### src/rtl/cordicSerialPkg.sv
package cordicSerialPkg;

  localparam int DATA_W    = 16;
  localparam int MAX_ITERS = 16;
  localparam int BIT_W     = $clog2(DATA_W);
  localparam int ITER_W    = $clog2(MAX_ITERS);

  // 1/gain for 16 steps in Q1.14
  localparam logic [DATA_W-1:0] X_INIT = DATA_W'(9949);

  typedef struct packed {
    logic              load;
    logic              step;
    logic              firstBit;
    logic              lastBit;
    logic              capture;
    logic [BIT_W-1:0]  bitIdx;
    logic [ITER_W-1:0] iterIdx;
  } ctrlStrobes_t;

  // atan(2^-i) scaled so that pi maps to 2^(DATA_W-1)
  function automatic logic [DATA_W-1:0] atanConst(input logic [ITER_W-1:0] idx);
    logic [DATA_W-1:0] v;
    case (idx)
      4'd0:    v = DATA_W'(8192);
      4'd1:    v = DATA_W'(4836);
      4'd2:    v = DATA_W'(2555);
      4'd3:    v = DATA_W'(1297);
      4'd4:    v = DATA_W'(651);
      4'd5:    v = DATA_W'(326);
      4'd6:    v = DATA_W'(163);
      4'd7:    v = DATA_W'(81);
      4'd8:    v = DATA_W'(41);
      4'd9:    v = DATA_W'(20);
      4'd10:   v = DATA_W'(10);
      4'd11:   v = DATA_W'(5);
      4'd12:   v = DATA_W'(3);
      4'd13:   v = DATA_W'(1);
      4'd14:   v = DATA_W'(1);
      default: v = '0;
    endcase
    return v;
  endfunction

endpackage

### src/rtl/cordicSerialAddSub.sv
module cordicSerialAddSub (
  input  logic clk,
  input  logic rstN,
  input  logic en,
  input  logic first,
  input  logic sub,
  input  logic aBit,
  input  logic bBit,
  output logic sumBit
);
  logic carryQ;
  logic bEff;
  logic carryIn;
  logic carryOut;

  always_comb begin
    bEff     = bBit ^ sub;
    carryIn  = first ? sub : carryQ;   // preset 1 for subtract at LSB
    sumBit   = aBit ^ bEff ^ carryIn;
    carryOut = (aBit & bEff) | (aBit & carryIn) | (bEff & carryIn);
  end

  always_ff @(posedge clk or negedge rstN) begin
    if (!rstN)   carryQ <= 1'b0;
    else if (en) carryQ <= carryOut;
  end
endmodule

### src/rtl/cordicSerialCtrl.sv
module cordicSerialCtrl
  import cordicSerialPkg::*;
#(
  parameter int ITERS = MAX_ITERS
) (
  input  logic         clk,
  input  logic         rstN,
  input  logic         start,
  output logic         busy,
  output logic         done,
  output ctrlStrobes_t strobes
);
  localparam logic [BIT_W-1:0]  LAST_BIT  = BIT_W'(DATA_W - 1);
  localparam logic [ITER_W-1:0] LAST_ITER = ITER_W'(ITERS - 1);

  typedef enum logic [1:0] {ST_IDLE, ST_RUN, ST_UNLOAD} ctrlState_t;

  ctrlState_t        state;
  logic [BIT_W-1:0]  bitCnt;
  logic [ITER_W-1:0] iterCnt;
  logic              doneQ;

  always_ff @(posedge clk or negedge rstN) begin
    if (!rstN) begin
      state   <= ST_IDLE;
      bitCnt  <= '0;
      iterCnt <= '0;
      doneQ   <= 1'b0;
    end else begin
      doneQ <= (state == ST_UNLOAD);
      case (state)
        ST_IDLE: begin
          if (start) begin
            state   <= ST_RUN;
            bitCnt  <= '0;
            iterCnt <= '0;
          end
        end
        ST_RUN: begin
          if (bitCnt == LAST_BIT) begin
            bitCnt <= '0;
            if (iterCnt == LAST_ITER) begin
              iterCnt <= '0;
              state   <= ST_UNLOAD;
            end else begin
              iterCnt <= iterCnt + 1'b1;
            end
          end else begin
            bitCnt <= bitCnt + 1'b1;
          end
        end
        ST_UNLOAD: state <= ST_IDLE;
        default:   state <= ST_IDLE;
      endcase
    end
  end

  always_comb begin
    strobes.load     = (state == ST_IDLE) && start;
    strobes.step     = (state == ST_RUN);
    strobes.firstBit = (bitCnt == '0);
    strobes.lastBit  = (bitCnt == LAST_BIT);
    strobes.capture  = (state == ST_UNLOAD);
    strobes.bitIdx   = bitCnt;
    strobes.iterIdx  = iterCnt;
    busy             = (state != ST_IDLE);
    done             = doneQ;
  end
endmodule

### src/rtl/cordicSerialDatapath.sv
module cordicSerialDatapath
  import cordicSerialPkg::*;
(
  input  logic              clk,
  input  logic              rstN,
  input  ctrlStrobes_t      strobes,
  input  logic [DATA_W-1:0] angleIn,
  output logic [DATA_W-1:0] sinOut,
  output logic [DATA_W-1:0] cosOut
);
  localparam int LANES = 3;  // 0: x, 1: y, 2: z

  logic [DATA_W-1:0] xCur, yCur, zCur;
  logic [DATA_W-2:0] xNxt, yNxt, zNxt;
  logic [DATA_W-1:0] atanWord;
  logic [BIT_W:0]    tapSum;
  logic [BIT_W-1:0]  tapIdx;
  logic              rotPos;
  logic [LANES-1:0]  aBits, bBits, subs, sums;

  always_comb begin
    tapSum   = {1'b0, strobes.bitIdx} + (BIT_W+1)'(strobes.iterIdx);
    tapIdx   = (tapSum >= (BIT_W+1)'(DATA_W)) ? BIT_W'(DATA_W - 1) : tapSum[BIT_W-1:0];
    atanWord = atanConst(strobes.iterIdx);
    rotPos   = ~zCur[DATA_W-1];

    aBits[0] = xCur[strobes.bitIdx];
    bBits[0] = yCur[tapIdx];
    subs[0]  = rotPos;

    aBits[1] = yCur[strobes.bitIdx];
    bBits[1] = xCur[tapIdx];
    subs[1]  = ~rotPos;

    aBits[2] = zCur[strobes.bitIdx];
    bBits[2] = atanWord[strobes.bitIdx];
    subs[2]  = rotPos;
  end

  for (genvar g = 0; g < LANES; g++) begin : gLane
    cordicSerialAddSub addSub_i (
      .clk    (clk),
      .rstN   (rstN),
      .en     (strobes.step),
      .first  (strobes.firstBit),
      .sub    (subs[g]),
      .aBit   (aBits[g]),
      .bBit   (bBits[g]),
      .sumBit (sums[g])
    );
  end

  always_ff @(posedge clk or negedge rstN) begin
    if (!rstN) begin
      xCur   <= '0;
      yCur   <= '0;
      zCur   <= '0;
      xNxt   <= '0;
      yNxt   <= '0;
      zNxt   <= '0;
      sinOut <= '0;
      cosOut <= '0;
    end else begin
      if (strobes.load) begin
        xCur <= X_INIT;
        yCur <= '0;
        zCur <= angleIn;
      end else if (strobes.step) begin
        if (strobes.lastBit) begin
          xCur <= {sums[0], xNxt};
          yCur <= {sums[1], yNxt};
          zCur <= {sums[2], zNxt};
        end else begin
          xNxt <= {sums[0], xNxt[DATA_W-2:1]};
          yNxt <= {sums[1], yNxt[DATA_W-2:1]};
          zNxt <= {sums[2], zNxt[DATA_W-2:1]};
        end
      end
      if (strobes.capture) begin
        sinOut <= yCur;
        cosOut <= xCur;
      end
    end
  end
endmodule

### src/rtl/serialCordic.sv
module serialCordic
  import cordicSerialPkg::*;
#(
  parameter int ITERS = MAX_ITERS
) (
  input  logic              clk,
  input  logic              rstN,
  input  logic              start,
  input  logic [DATA_W-1:0] angleIn,
  output logic              busy,
  output logic              done,
  output logic [DATA_W-1:0] sinOut,
  output logic [DATA_W-1:0] cosOut
);
  ctrlStrobes_t strobes;

  cordicSerialCtrl #(.ITERS(ITERS)) ctrl_i (
    .clk     (clk),
    .rstN    (rstN),
    .start   (start),
    .busy    (busy),
    .done    (done),
    .strobes (strobes)
  );

  cordicSerialDatapath dp_i (
    .clk     (clk),
    .rstN    (rstN),
    .strobes (strobes),
    .angleIn (angleIn),
    .sinOut  (sinOut),
    .cosOut  (cosOut)
  );
endmodule

### config.mk
export PLATFORM = sky130hd
export DESIGN_NAME = serialCordic
export DESIGN_NICKNAME = d
export VERILOG_FILES = /design/src/rtl/cordicSerialPkg.sv /design/src/rtl/cordicSerialAddSub.sv /design/src/rtl/cordicSerialCtrl.sv /design/src/rtl/cordicSerialDatapath.sv /design/src/rtl/serialCordic.sv
export SDC_FILE = /design/constraint.sdc
export NUM_CORES = 1
export LEC_CHECK = 0
export BUFFER_PORTS_ARGS = -buffer_cell sky130_fd_sc_hd__buf_2
export CORE_MARGIN = 2
export CORE_UTILIZATION = 30
export CTS_CLUSTER_SIZE = 30
export DETAILED_ROUTE_END_ITERATION = 7
export PLACE_DENSITY_LB_ADDON = 0.3
export SLEW_MARGIN = 10
export SYNTH_ARGS = -nofsm -noshare
export SYNTH_HDL_FRONTEND = slang
export SYNTH_SLANG_ARGS = --single-unit
### constraint.sdc
create_clock -name clk -period 4.3 [get_ports clk]
set_clock_uncertainty 0.2 [all_clocks]
set_input_delay 0.86 -clock clk [delete_from_list [all_inputs] [get_ports clk]]
set_output_delay 0.86 -clock clk [all_outputs]
set_load 0.01 [all_outputs]
==> results.txt, run 1 <==
Required time at the endpoint of the critical path: 4.39 ns. The endpoint identified for the worst register-to-register timing path is dp_i.xCur[15]. TritonCTS built the clock tree.

The detailed-placement wirelength estimate is 10,240 um, and the minimum clock period is 3.582 ns. Number of max-slew violations in the final report: 0. In the finished design, the share of the clock period the worst path needs comes to 83.30%.

The leakage dissipation is 3.750 nW. The mean cell area of the mapped netlist came out at 10.96 um2. The post-synthesis instance area is 6807 um2. The detailed router placed 4,786 vias in this run. Global routing finished with a remaining overflow of 0.

Summed over all instances, the cell type with the most area after synthesis is sky130_fd_sc_hd__dfrtp_1. The row count came out at 55. The max capacitance violation total is 0, and the number of distinct library cells after synthesis is 49. Maximum buffer depth of the clock tree: 2. The worst setup path is launched from a flip-flop. Headroom to the max-slew limit came out at 39.37%. The number of input and output port buffers inserted was 52. Of the total power, combinational logic draws 1.3%. The analysis attributes to net switching a power of 0.5863 mW. Dividing the detail-routed via count by the number of cells gives 4.970. From bottom edge to top edge, the die measures 154.6 um.

The clock slew at the register clock pins of the worst setup and hold paths works out to 0.06 ns. For this block, the routed nets add up to 15,420 um of wire. Setup violations remaining at the end of the flow were counted as 0.

In the final timing run, aggregate negative setup slack is 0 ns. The number of setup buffers added after CTS is 0. The run gives 17 as the clock buffer count from CTS. After synthesis, the cell types taking the most area are sky130_fd_sc_hd__dfrtp_1 (51%), sky130_fd_sc_hd__mux2_2 (8.9%), sky130_fd_sc_hd__nand2_1 (6.2%), sky130_fd_sc_hd__mux4_2 (5.0%), sky130_fd_sc_hd__mux2_1 (3.8%). Counting every net in the synthesized netlist gives 657. Endpoint type of the worst setup path: a flip-flop.

The initial utilization of the core area, before any placement, comes to 30.34%. The tools report the overall global routing resource usage as 13.46%. The die covers 23,910 um2.

Worst-case register-to-register setup slack: 0.72 ns. The width of the die works out to 154.6 um. Number of hold violations in the final report: 0. The initial antenna violation count was 0; the H-tree level count was 4. The repair_antennas step left the layout with diodes totalling 0.

The root buffer cell chosen for the clock tree is sky130_fd_sc_hd__clkbuf_16. By count the netlist is led by sky130_fd_sc_hd__dfrtp_1 (139), sky130_fd_sc_hd__nand2_1 (113), sky130_fd_sc_hd__mux2_2 (54). The fraction of post-synthesis cell area in the top cell type by area works out to 51.10%. Entering global routing, the biggest net connects 69 pins. Cells fill 35.64% of the core in the end. The largest single stage delay on the critical path is 0.54 ns.

The logs give 51.10% for the sequential element share of the synthesized area and 0.2792 GHz for the highest clock frequency the design can meet. Actual transition at the worst max-transition pin: 0.9095 ns. The logs give 5 for the number of iterations in the first detailed-routing pass and 0.42 ns for the clock latency at the later pin of the worst-skew pair. The critical path is of the reg -> reg type. Setup repair after global routing left no endpoint under its margin.

The predominant post-synthesis flop cell is sky130_fd_sc_hd__dfrtp_1. The Yosys step of the flow raised 0 warnings. The critical path arrival is 3.67 ns. The number of cells traversed by the worst register-to-register path is 12, and the async set-or-reset flop fraction in the synthesized netlist is 100.0%.

Among all stages on the critical path, the largest delay is contributed by sky130_fd_sc_hd__fa_1. The wire length of the first global-routing pass is 25,320 um. sky130_fd_sc_hd__dfrtp_1 is the most common cell in the netlist.

In the final routed layout, each cell accounts on average for 16.01 um. Traced cell by cell, the critical path runs through ha_1 -> fa_1 -> a21o_1 -> a21o_4 -> a2111oi_0 -> a2111o_1 -> a32oi_1 -> xor2_1 -> fa_1 -> nor2_1 -> a21oi_1 -> nor2_1. The launch point of the worst reg-to-reg path is ctrl_i.iterCnt[0]. In the final layout, the share of cells above drive strength 1 is 26.25%. At the end of routability-driven placement, the weighted congestion stood at 0.8205. Net switching is 20.81% of the power. Dividing total power by cell area gives a power density of 352.4 nW/um2. The number of buffers inserted by hold repair at cts came out at 0. The synthesized netlist cell count is 621, and the count of flip-flops with a built-in enable after synthesis is 0. For the placeable core region, the log shows 22,430 um2. For this design, the sink count on the clock tree is 139. 53 I/O pins were placed. The maximum fanout encountered on the critical timing path is 9. Internal power comes to 2.231 mW. The sequential fraction of design power came out at 46.4%.

The detail route stage leaves a number of antenna-violating nets equal to 0. The min-delay analysis places its worst path in the category in -> async. The flow ran to the end, and the final reports show no timing, DRC or antenna violations. After clock tree synthesis, the repair step resized 0 gates. The synthesis-to-finish area growth is 17.46%.

The via count of the first global-routing pass is 4,714. VDD sags by at most 0.2464 mV. In this run, the clock network consumes 52.3% of the power. In the routed design, unresolved DRC markers number 0. The final net count is 702, and the initial detailed-routing violation count is 336. The number of register bits inferred by synthesis came out at 139.
-- cell type report --
type | instances | area (um2)
clock buffers | 22 | 484.2
well taps | 285 | 356.6
inverters | 13 | 48.80
flip-flops and latches | 139 | 3478
multi-input cells | 424 | 3105
clock inverters | 9 | 112.6
fillers | 2232 | 14440
repair buffers | 71 | 409.1
-- layout by cell type (no fill, tap or decap), types with 13 or more instances in the layout --
cell type / instances
sky130_fd_sc_hd__nand3_1: 20
sky130_fd_sc_hd__o21ai_0: 16
sky130_fd_sc_hd__a31oi_1: 19
sky130_fd_sc_hd__clkbuf_16: 17
sky130_fd_sc_hd__mux2_2: 54
sky130_fd_sc_hd__nor2_1: 38
sky130_fd_sc_hd__mux4_2: 15
sky130_fd_sc_hd__nand2_1: 112
sky130_fd_sc_hd__mux2_1: 23
sky130_fd_sc_hd__buf_4: 19
sky130_fd_sc_hd__a21oi_1: 28
sky130_fd_sc_hd__buf_2: 51
sky130_fd_sc_hd__ha_1: 13
sky130_fd_sc_hd__dfrtp_1: 139
-- through the flow --
stage	power [mW]	hold slack (ns)	instance area, um2	cells	setup slack [ns]
floorplan	1.332	0.2348	6807	621	0.8455
global placement	1.371	0.2489	7398	932	0.7644
detailed placement	1.371	0.2598	7398	932	0.7271
CTS	2.853	0.2772	7995	963	0.7078
global route	2.916	0.3046	7995	963	0.4744
finish	2.818	0.2332	7995	963	0.7183
-- kinds of logic (layout without fill, tap and decap cells) --
kind of cell | after synthesis | in the layout | share of synthesized area, %
DFF | 139 | 139 | 51.10
adders and majority gates | 17 | 17 | 3.566
buffers and inverters | 58 | 115 | 3.456
AOI/OAI and AO/OA | 106 | 106 | 10.59
muxes | 94 | 94 | 18.00
and+or+nand+nor | 203 | 203 | 12.78
xor gates and xnor gates | 4 | 4 | 0.5148
-- worst max path at each step --
stage / from / to / slack [ns] / cells past startpoint
6_report: ctrl_i.iterCnt[0] / dp_i.xCur[15] / 0.72 / 12
5_1_grt: ctrl_i.iterCnt[0] / dp_i.yCur[15] / 0.47 / 10
4_1_cts: ctrl_i.iterCnt[0] / dp_i.xCur[15] / 0.71 / 12
3_5_place_dp: ctrl_i.iterCnt[0] / dp_i.xCur[15] / 0.73 / 12
3_3_place_gp: ctrl_i.iterCnt[0] / dp_i.xCur[15] / 0.76 / 12
2_1_floorplan: ctrl_i.iterCnt[0] / dp_i.yCur[15] / 0.85 / 10
-- critical path: cells and delay by family, from the launching register on --
family                   cells  cell delay (ns)
XOR/XNOR                     1             0.19
flip-flops                   1             0.37
AND/OR/NAND/NOR              2             0.10
adder cells (fa/ha/maj)      3             1.25
AO/OA/AOI/OAI                6             1.33
-- routing by layer --
| layer | share of wire, % | global-route usage, % | vias to the layer above |
|---|---|---|---|
| li1 | - | - | 2283 |
| met1 | 49 | 18.50 | 2397 |
| met2 | 46 | 21.19 | 90 |
| met3 | 3.3 | 2.718 | 16 |
| met4 | 1.7 | 4.806 | 0 |
| met5 | 0 | 0 | - |
-- sequential cells by signal, summed over array words and instances (netlist names) --
name	cells
dp_i.cosOut	16
dp_i.sinOut	16
dp_i.xCur	16
dp_i.yCur	16
dp_i.zCur	16
dp_i.xNxt	15
dp_i.yNxt	15
dp_i.zNxt	15
ctrl_i.bitCnt	4
ctrl_i.iterCnt	4
dp_i.gLane.addSub_i.carryQ	3
ctrl_i.state	2
ctrl_i.done	1
-- power by group through the flow --
| stage | Combinational (mW) | Clock [mW] | Sequential (mW) |
|---|---|---|---|
| floorplan | 0.0000974 | 0 | 1.33 |
| CTS | 0.0396 | 1.51 | 1.31 |
| finish | 0.0366 | 1.47 | 1.31 |
| global placement | 0.0396 | 0 | 1.33 |
| global route | 0.0436 | 1.57 | 1.31 |
| detailed placement | 0.0395 | 0 | 1.33 |
Power figures use the tool's default switching activity.
==> run 2: changes to the inputs <==
- clock period: 4.3 -> 3.2 ns (I/O delays scaled with it)
==> results.txt, run 2 (synthesis gave the netlist of run 1 again) <==
The flow ran to the end, but the final reports show violations. The checks that failed: negative hold slack, negative setup slack. The number of antenna repair diodes is 0 (unchanged), and the synthesis-to-finish area growth is 21.82%. The number of antenna-violating nets in the routed design was 0 (unchanged). For the via count of the first global-routing pass, the log shows 4,966 (+5.3%). The library cell used most frequently in the layout, excluding fill and tap cells, is sky130_fd_sc_hd__dfrtp_1. Number of setup violations in the final report: 3 (+3). The pin count of the biggest net entering global routing is 60 (-13%), and the sum of negative setup slack is -0.2887 ns (-0.2887 ns). Startpoint class of the critical path: a flip-flop. Leakage dissipation: 3.872 nW (+3.2%). H-tree level count: 4 (unchanged).

The run gives 139 (unchanged) as the clock sink count. The required time at the endpoint of the critical path came out at 3.33 ns (-1.06 ns). The most used cell along the critical path is sky130_fd_sc_hd__fa_2. Max capacitance violation total: 0 (unchanged).

The slowest cell on the critical path is sky130_fd_sc_hd__fa_2. The initial detailed-routing violation count was 385 (+15%); the highest clock frequency the design can meet was 0.2994 GHz (+7.2%). The detail-routed net length per standard cell is 16.04 um (+0.18%). In this run the critical register-to-register path is launched from ctrl_i.bitCnt[0].

The tools report the peak supply drop as 0.2722 mV (+10%). For the overall global routing resource usage, the log shows 13.94% (+0.48 points). TritonCTS built the clock tree. In this run the worst setup path begins at ctrl_i.bitCnt[0]. Kind of critical path: reg -> reg. The final critical-path setup slack is -0.1398 ns (-0.8581 ns), and the actual transition at the worst max-transition pin is 0.9273 ns (+0.01784 ns).

The width of the die was 154.6 um (unchanged). The overflow left after global routing is 0 (unchanged), and the maximum fanout encountered on the critical timing path is 13 (+4). The relative max-transition margin was 38.18% (-1.2 points); the power density over cell area was 441.1 nW/um2 (+25%). The logs give 17 (unchanged) for the clock buffer count from CTS and 0.8219 (+0.17%) for the final weighted congestion in routability-driven placement. The critical path arrival was 3.47 ns (-0.20 ns). The routed via count divided by cell count came out at 4.919 (-1.0%). The number of cells in the design after placement was 948 (+1.7%); the placeable core region was 22,430 um2 (unchanged).

The row count is 55 (unchanged). The logs give 26,310 um (+3.9%) for the wire length of the first global-routing pass and 0 (unchanged) for the number of design rule violations left after detail routing. The run gives 8292 um2 (+3.7%) as the final design instance area without fill. The worst hold slack is -0.02281 ns (-0.2561 ns).

The non-filler instance count after layout was 986 (+2.4%); the total wire length after detailed routing was 15,810 um (+2.6%). Broken down by cell family, the worst path's largest delay share belongs to adder cells. The path type of the worst min-delay path is in -> async. Minimum clock period: 3.340 ns (-0.2419 ns). The clock latency at the later pin of the worst-skew pair is 0.42 ns (about the same). Number of buffer and inverter instances along the worst setup path: 1 (+1).

Number of max-slew violations in the final report: 0 (unchanged). The proportion of layout cells with a drive suffix above 1 was 31.24% (+5.0 points). The height of the chip was 154.6 um (unchanged).

The tools report the number of buffers inserted by hold repair at cts as 0 (unchanged). The initial antenna violation count came out at 0 (unchanged). The number of input and output port buffers inserted is 52 (unchanged), and the number of iterations in the first detailed-routing pass is 4 (-1). The library cells used most frequently in the layout, excluding fill and tap cells, are sky130_fd_sc_hd__dfrtp_1 (139), sky130_fd_sc_hd__nand2_1 (112), sky130_fd_sc_hd__mux2_2 (54). The longest individual stage delay on the worst path is 0.73 ns (+0.19 ns), and the total die area is 23,910 um2 (unchanged).

The run gives 724 (+3.1%) as the final net count. The logs give 2 (unchanged) for the maximum buffer depth of the clock tree and 2,234 (+0.090%) for the fill cell total of the finished layout. Setup repair after global routing could not meet its margin everywhere.

The critical path goes through ha_2 -> fa_2 -> buf_4 -> nand2_1 -> o21ai_0 -> a21oi_1 -> o32a_1 -> xnor2_2 -> fa_2 -> a211oi_2. Placement-stage cell area: 7600 um2 (+2.7%). The via count is 4,850 (+1.3%), and the detailed-placement wirelength estimate is 10,360 um (+1.1%).

The number of hold violations in the final report was 13 (+13); the share of the clock period used by the worst path was 104.4% (+21 points). The clock slew at the register clock pins of the worst setup and hold paths works out to 0.06 ns (about the same). The run gives 30.34% (unchanged) as the initial core utilization. Number of top-level design ports: 53 (unchanged).

Root buffer selected by CTS: sky130_fd_sc_hd__clkbuf_16. The tools report the endpoint type of the worst setup path as a flip-flop.
## run 2: changes by cell type in the layout (fill, tap and decap cells not counted), moves of 3 or more
cell                         before  now
sky130_fd_sc_hd__buf_12           0    6
sky130_fd_sc_hd__buf_4           19   35
sky130_fd_sc_hd__a2111oi_0        4    0
sky130_fd_sc_hd__clkbuf_8         4    0
sky130_fd_sc_hd__a2111oi_2        0    3
sky130_fd_sc_hd__clkinvlp_4       1    4
sky130_fd_sc_hd__o21ai_0         16   12
sky130_fd_sc_hd__o21ai_1          3    7
## run 2: final cells by class
class                           instances  area (um2)  share of cell area (%)
Multi-Input combinational cell        424        3206                   38.66
Timing Repair Buffer                   93       649.4                   7.832
Inverter                               13       48.80                  0.5885
Clock buffer                           18       429.2                   5.176
Tap cell                              285       356.6                   4.301
Sequential cell                       139        3478                   41.95
Clock inverter                         14       123.9                   1.494
## run 2: worst paths after layout
check	slack [ns]	to	cells after the start
max	-0.14	dp_i.yCur[15]	10
min	-0.02	dp_i.zCur[0]	1
max reg2reg	-0.14	dp_i.yCur[15]	10
min reg2reg	0.28	dp_i.gLane[2].addSub_i.carryQ	2
max in group asynchronous	2.04	dp_i.xCur[10]	2
min in group clk	0.28	dp_i.zCur[0]	3
## run 2: timing repair
item | in CTS | in global routing
setup endpoints to repair | 4 | 8
gates resized for setup | 5 | 20
buffers inserted | 0 | 6
pin swaps | 1 | 7
## run 2: routing by layer
layer	vias up	global-route usage [%]	part of all wire, %
met2	74	21.64	47
li1	2333	-	-
met5	-	0	0
met3	17	2.578	2.6
met4	0	6.217	1.6
met1	2426	19.06	48
## run 2: report_power, final
| part | internal (mW) | switching [mW] | total, mW | leakage, nW |
|---|---|---|---|---|
| sequential | 1.76 | 0 | 1.76 | 1.80 |
| combinational | 0.0126 | 0.0391 | 0.0517 | 1.80 |
| clock | 1.07 | 0.780 | 1.85 | 0.262 |
| total | 2.84 | 0.819 | 3.66 | 3.87 |
## run 2: per-stage QoR
| step | hold slack [ns] | utilization [%] | power [mW] | setup slack (ns) |
|---|---|---|---|---|
| after global routing | 0.03218 | 36.96 | 3.792 | -0.2963 |
| after detailed placement | 0.2593 | 33.88 | 1.845 | -0.1112 |
| after CTS | 0.01265 | 36.48 | 3.705 | -0.1065 |
| after floorplan | 0.1444 | - | 1.790 | 0.001102 |
| after global placement | 0.2544 | 33.88 | 1.845 | -0.07691 |
| final | -0.02281 | 36.96 | 3.658 | -0.1398 |
==> run 3: changes to the inputs <==
- RECOVER_POWER: not set -> 25
==> results.txt, run 3 (synthesis gave the netlist of run 1 again) <==
The run finished, with violations left. The checks that failed: max-capacitance violations, max-slew violations, negative setup slack. The number of input and output port buffers inserted was 52 (unchanged).

For the number of hold violations in the final report, the log shows 0 (-13). The run gives 724 (unchanged) as the final net count. For the overflow left after global routing, the log shows 0 (unchanged). For the overall global routing resource usage, the log shows 13.94% (unchanged). The startpoint identified for the worst hold timing path is dp_i.gLane[2].addSub_i.carryQ. The area growth from synthesis to layout is 21.45%. The actual transition at the worst max-transition pin was 1.525 ns (+0.5980 ns); the final weighted congestion in routability-driven placement was 0.8219 (unchanged). The tools report the critical path arrival as 3.47 ns (about the same). The number of antenna-violating nets in the routed design was 0 (unchanged); the number of top-level design ports was 53 (unchanged).

The number of buffers inserted by hold repair at cts is 0 (unchanged), and the via count of the first global-routing pass is 4,966 (unchanged). The run gives 0 (unchanged) as the initial antenna violation count. The run gives 55 (unchanged) as the row count. The height of the chip was 154.6 um (unchanged).

The placeable core region is 22,430 um2 (unchanged). The clock buffer count from CTS came out at 17 (unchanged). The run gives 0 (unchanged) as the number of antenna repair diodes. The number of setup violations in the final report was 3 (unchanged). The relative max-transition margin came out at -1.686% (-40 points).

Tracing the worst setup path back leads to its startpoint at ctrl_i.bitCnt[0]. The maximum fanout encountered on the critical timing path is 13 (unchanged). Number of design rule violations left after detail routing: 0 (unchanged). The routed via count divided by cell count was 4.909 (-0.21%).

The most frequent standard cell in the layout excluding fill and tap cells was sky130_fd_sc_hd__dfrtp_1. Clock sink count: 139 (unchanged). For the fill cell total of the finished layout, the log shows 2,239 (+0.22%). The logs give -0.1413 ns (-0.001577 ns) for the final critical-path setup slack and 3.652 mW (-0.16%) for the total power of the final layout. The path class of the tightest hold or removal check is reg -> reg.

Width of the die: 154.6 um (unchanged). The detail-routed net length per standard cell is 15.97 um (-0.46%), and the minimum clock period is 3.341 ns (+0.001577 ns). The run gives 0.42 ns (about the same) as the clock latency at the later pin of the worst-skew pair. The tools report the number of max-slew violations in the final report as 60 (+60). The tools report the initial core utilization as 30.34% (unchanged). Detailed-placement wirelength estimate: 10,360 um (unchanged). The post-placement worst setup slack came out at -0.1112 ns (unchanged).

Setup repair after global routing could not meet its margin everywhere. The initial detailed-routing violation count is 367 (-4.7%). Leakage dissipation: 3.861 nW (-0.28%). The H-tree level count came out at 4 (unchanged). Power density over cell area: 441.8 nW/um2 (+0.14%). The tools report the maximum buffer depth of the clock tree as 2 (unchanged). For the number of cells in the design after placement, the log shows 948 (unchanged).

The tools report the root buffer selected by CTS as sky130_fd_sc_hd__clkbuf_16. By startpoint and endpoint, the worst setup path is classified as reg -> reg. For the wire length of the first global-routing pass, the log shows 26,310 um (unchanged). For the required time at the endpoint of the critical path, the log shows 3.33 ns (about the same).

The number of iterations in the first detailed-routing pass came out at 4 (unchanged). The logs give 1 (+1) for the max capacitance violation total and 15,740 um (-0.46%) for the total wire length after detailed routing. The via count is 4,840 (-0.21%). Share of the clock period used by the worst path: 104.4% (about the same). The library cells used most frequently in the layout, excluding fill and tap cells, are sky130_fd_sc_hd__dfrtp_1 (139), sky130_fd_sc_hd__nand2_1 (112), sky130_fd_sc_hd__mux2_2 (54). Highest clock frequency the design can meet: 0.2993 GHz (about the same). STA classifies the critical path startpoint as a flip-flop.

STA classifies the critical path endpoint as a flip-flop. TritonCTS built the clock tree. The total die area came out at 23,910 um2 (unchanged). The peak supply drop is 0.2707 mV (-0.58%). Pin count of the biggest net entering global routing: 60 (unchanged).

The clock slew at the register clock pins of the worst setup and hold paths is 0.06 ns (about the same). The non-filler instance count after layout was 986 (unchanged); the proportion of layout cells with a drive suffix above 1 was 31.10% (-0.14 points). The worst register-to-register path begins at ctrl_i.bitCnt[0].
==> run 3: through the flow <==
stage          area (um2)  utilization (%)  hold WS (ns)  setup TNS [ns]
2_1_floorplan        6813                -        0.1444               0
3_3_place_gp         7600            33.88        0.2544         -0.1155
3_5_place_dp         7600            33.88        0.2593         -0.2559
4_1_cts              8184            36.48       0.01265         -0.2780
5_1_grt              8267            36.85        0.2789          -1.069
6_report             8267            36.85        0.2823         -0.2899
==> run 3: worst max-delay path, cell delays in order, from the launching register on <==
cell                       delay, ns
sky130_fd_sc_hd__dfrtp_1        0.38
sky130_fd_sc_hd__ha_2           0.20
sky130_fd_sc_hd__fa_2           0.73
sky130_fd_sc_hd__buf_4          0.17
sky130_fd_sc_hd__nand2_1        0.04
sky130_fd_sc_hd__o21ai_0        0.11
sky130_fd_sc_hd__a21oi_1        0.13
sky130_fd_sc_hd__o32a_1         0.40
sky130_fd_sc_hd__xnor2_2        0.20
sky130_fd_sc_hd__fa_2           0.47
sky130_fd_sc_hd__a211oi_2       0.23
==> run 3: area by class of cell <==
class	count	area, um2	share of cell area [%]
tap	285	356.6	4.314
timing repair buffer	93	624.3	7.553
clock inverter	14	123.9	1.498
sequential	139	3478	42.08
clock buffer	18	429.2	5.191
inverter	13	48.80	0.5903
multi-input combinational	424	3206	38.78
==> run 3: repair_timing <==
action / in CTS / in global routing
setup buffers: 0 / 6
pin swaps: 1 / 7
setup endpoints to repair: 4 / 8
gates resized for setup: 5 / 20
==> run 3: worst paths after layout <==
check,cells after the start,slack [ns],endpoint
max reg2reg,10,-0.14,dp_i.yCur[15]
min reg2reg,2,0.28,dp_i.gLane[2].addSub_i.carryQ
max,10,-0.14,dp_i.yCur[15]
max in group asynchronous,2,0.53,dp_i.yCur[3]
min in group asynchronous,1,0.40,dp_i.zNxt[0]
min,2,0.28,dp_i.gLane[2].addSub_i.carryQ
==> run 3: layer usage <==
metal	share of wire, %	vias to the layer above	GRT usage (%)
met5	0	-	0
met4	1.6	0	6.217
met3	2.6	18	2.578
met2	48	70	21.64
met1	48	2421	19.06
li1	-	2331	-
==> run 3: report_power, final <==
| part | switching (mW) | internal (mW) |
|---|---|---|
| clock | 0.778 | 1.07 |
| sequential | 0 | 1.76 |
| combinational | 0.0386 | 0.00915 |
| total | 0.816 | 2.84 |
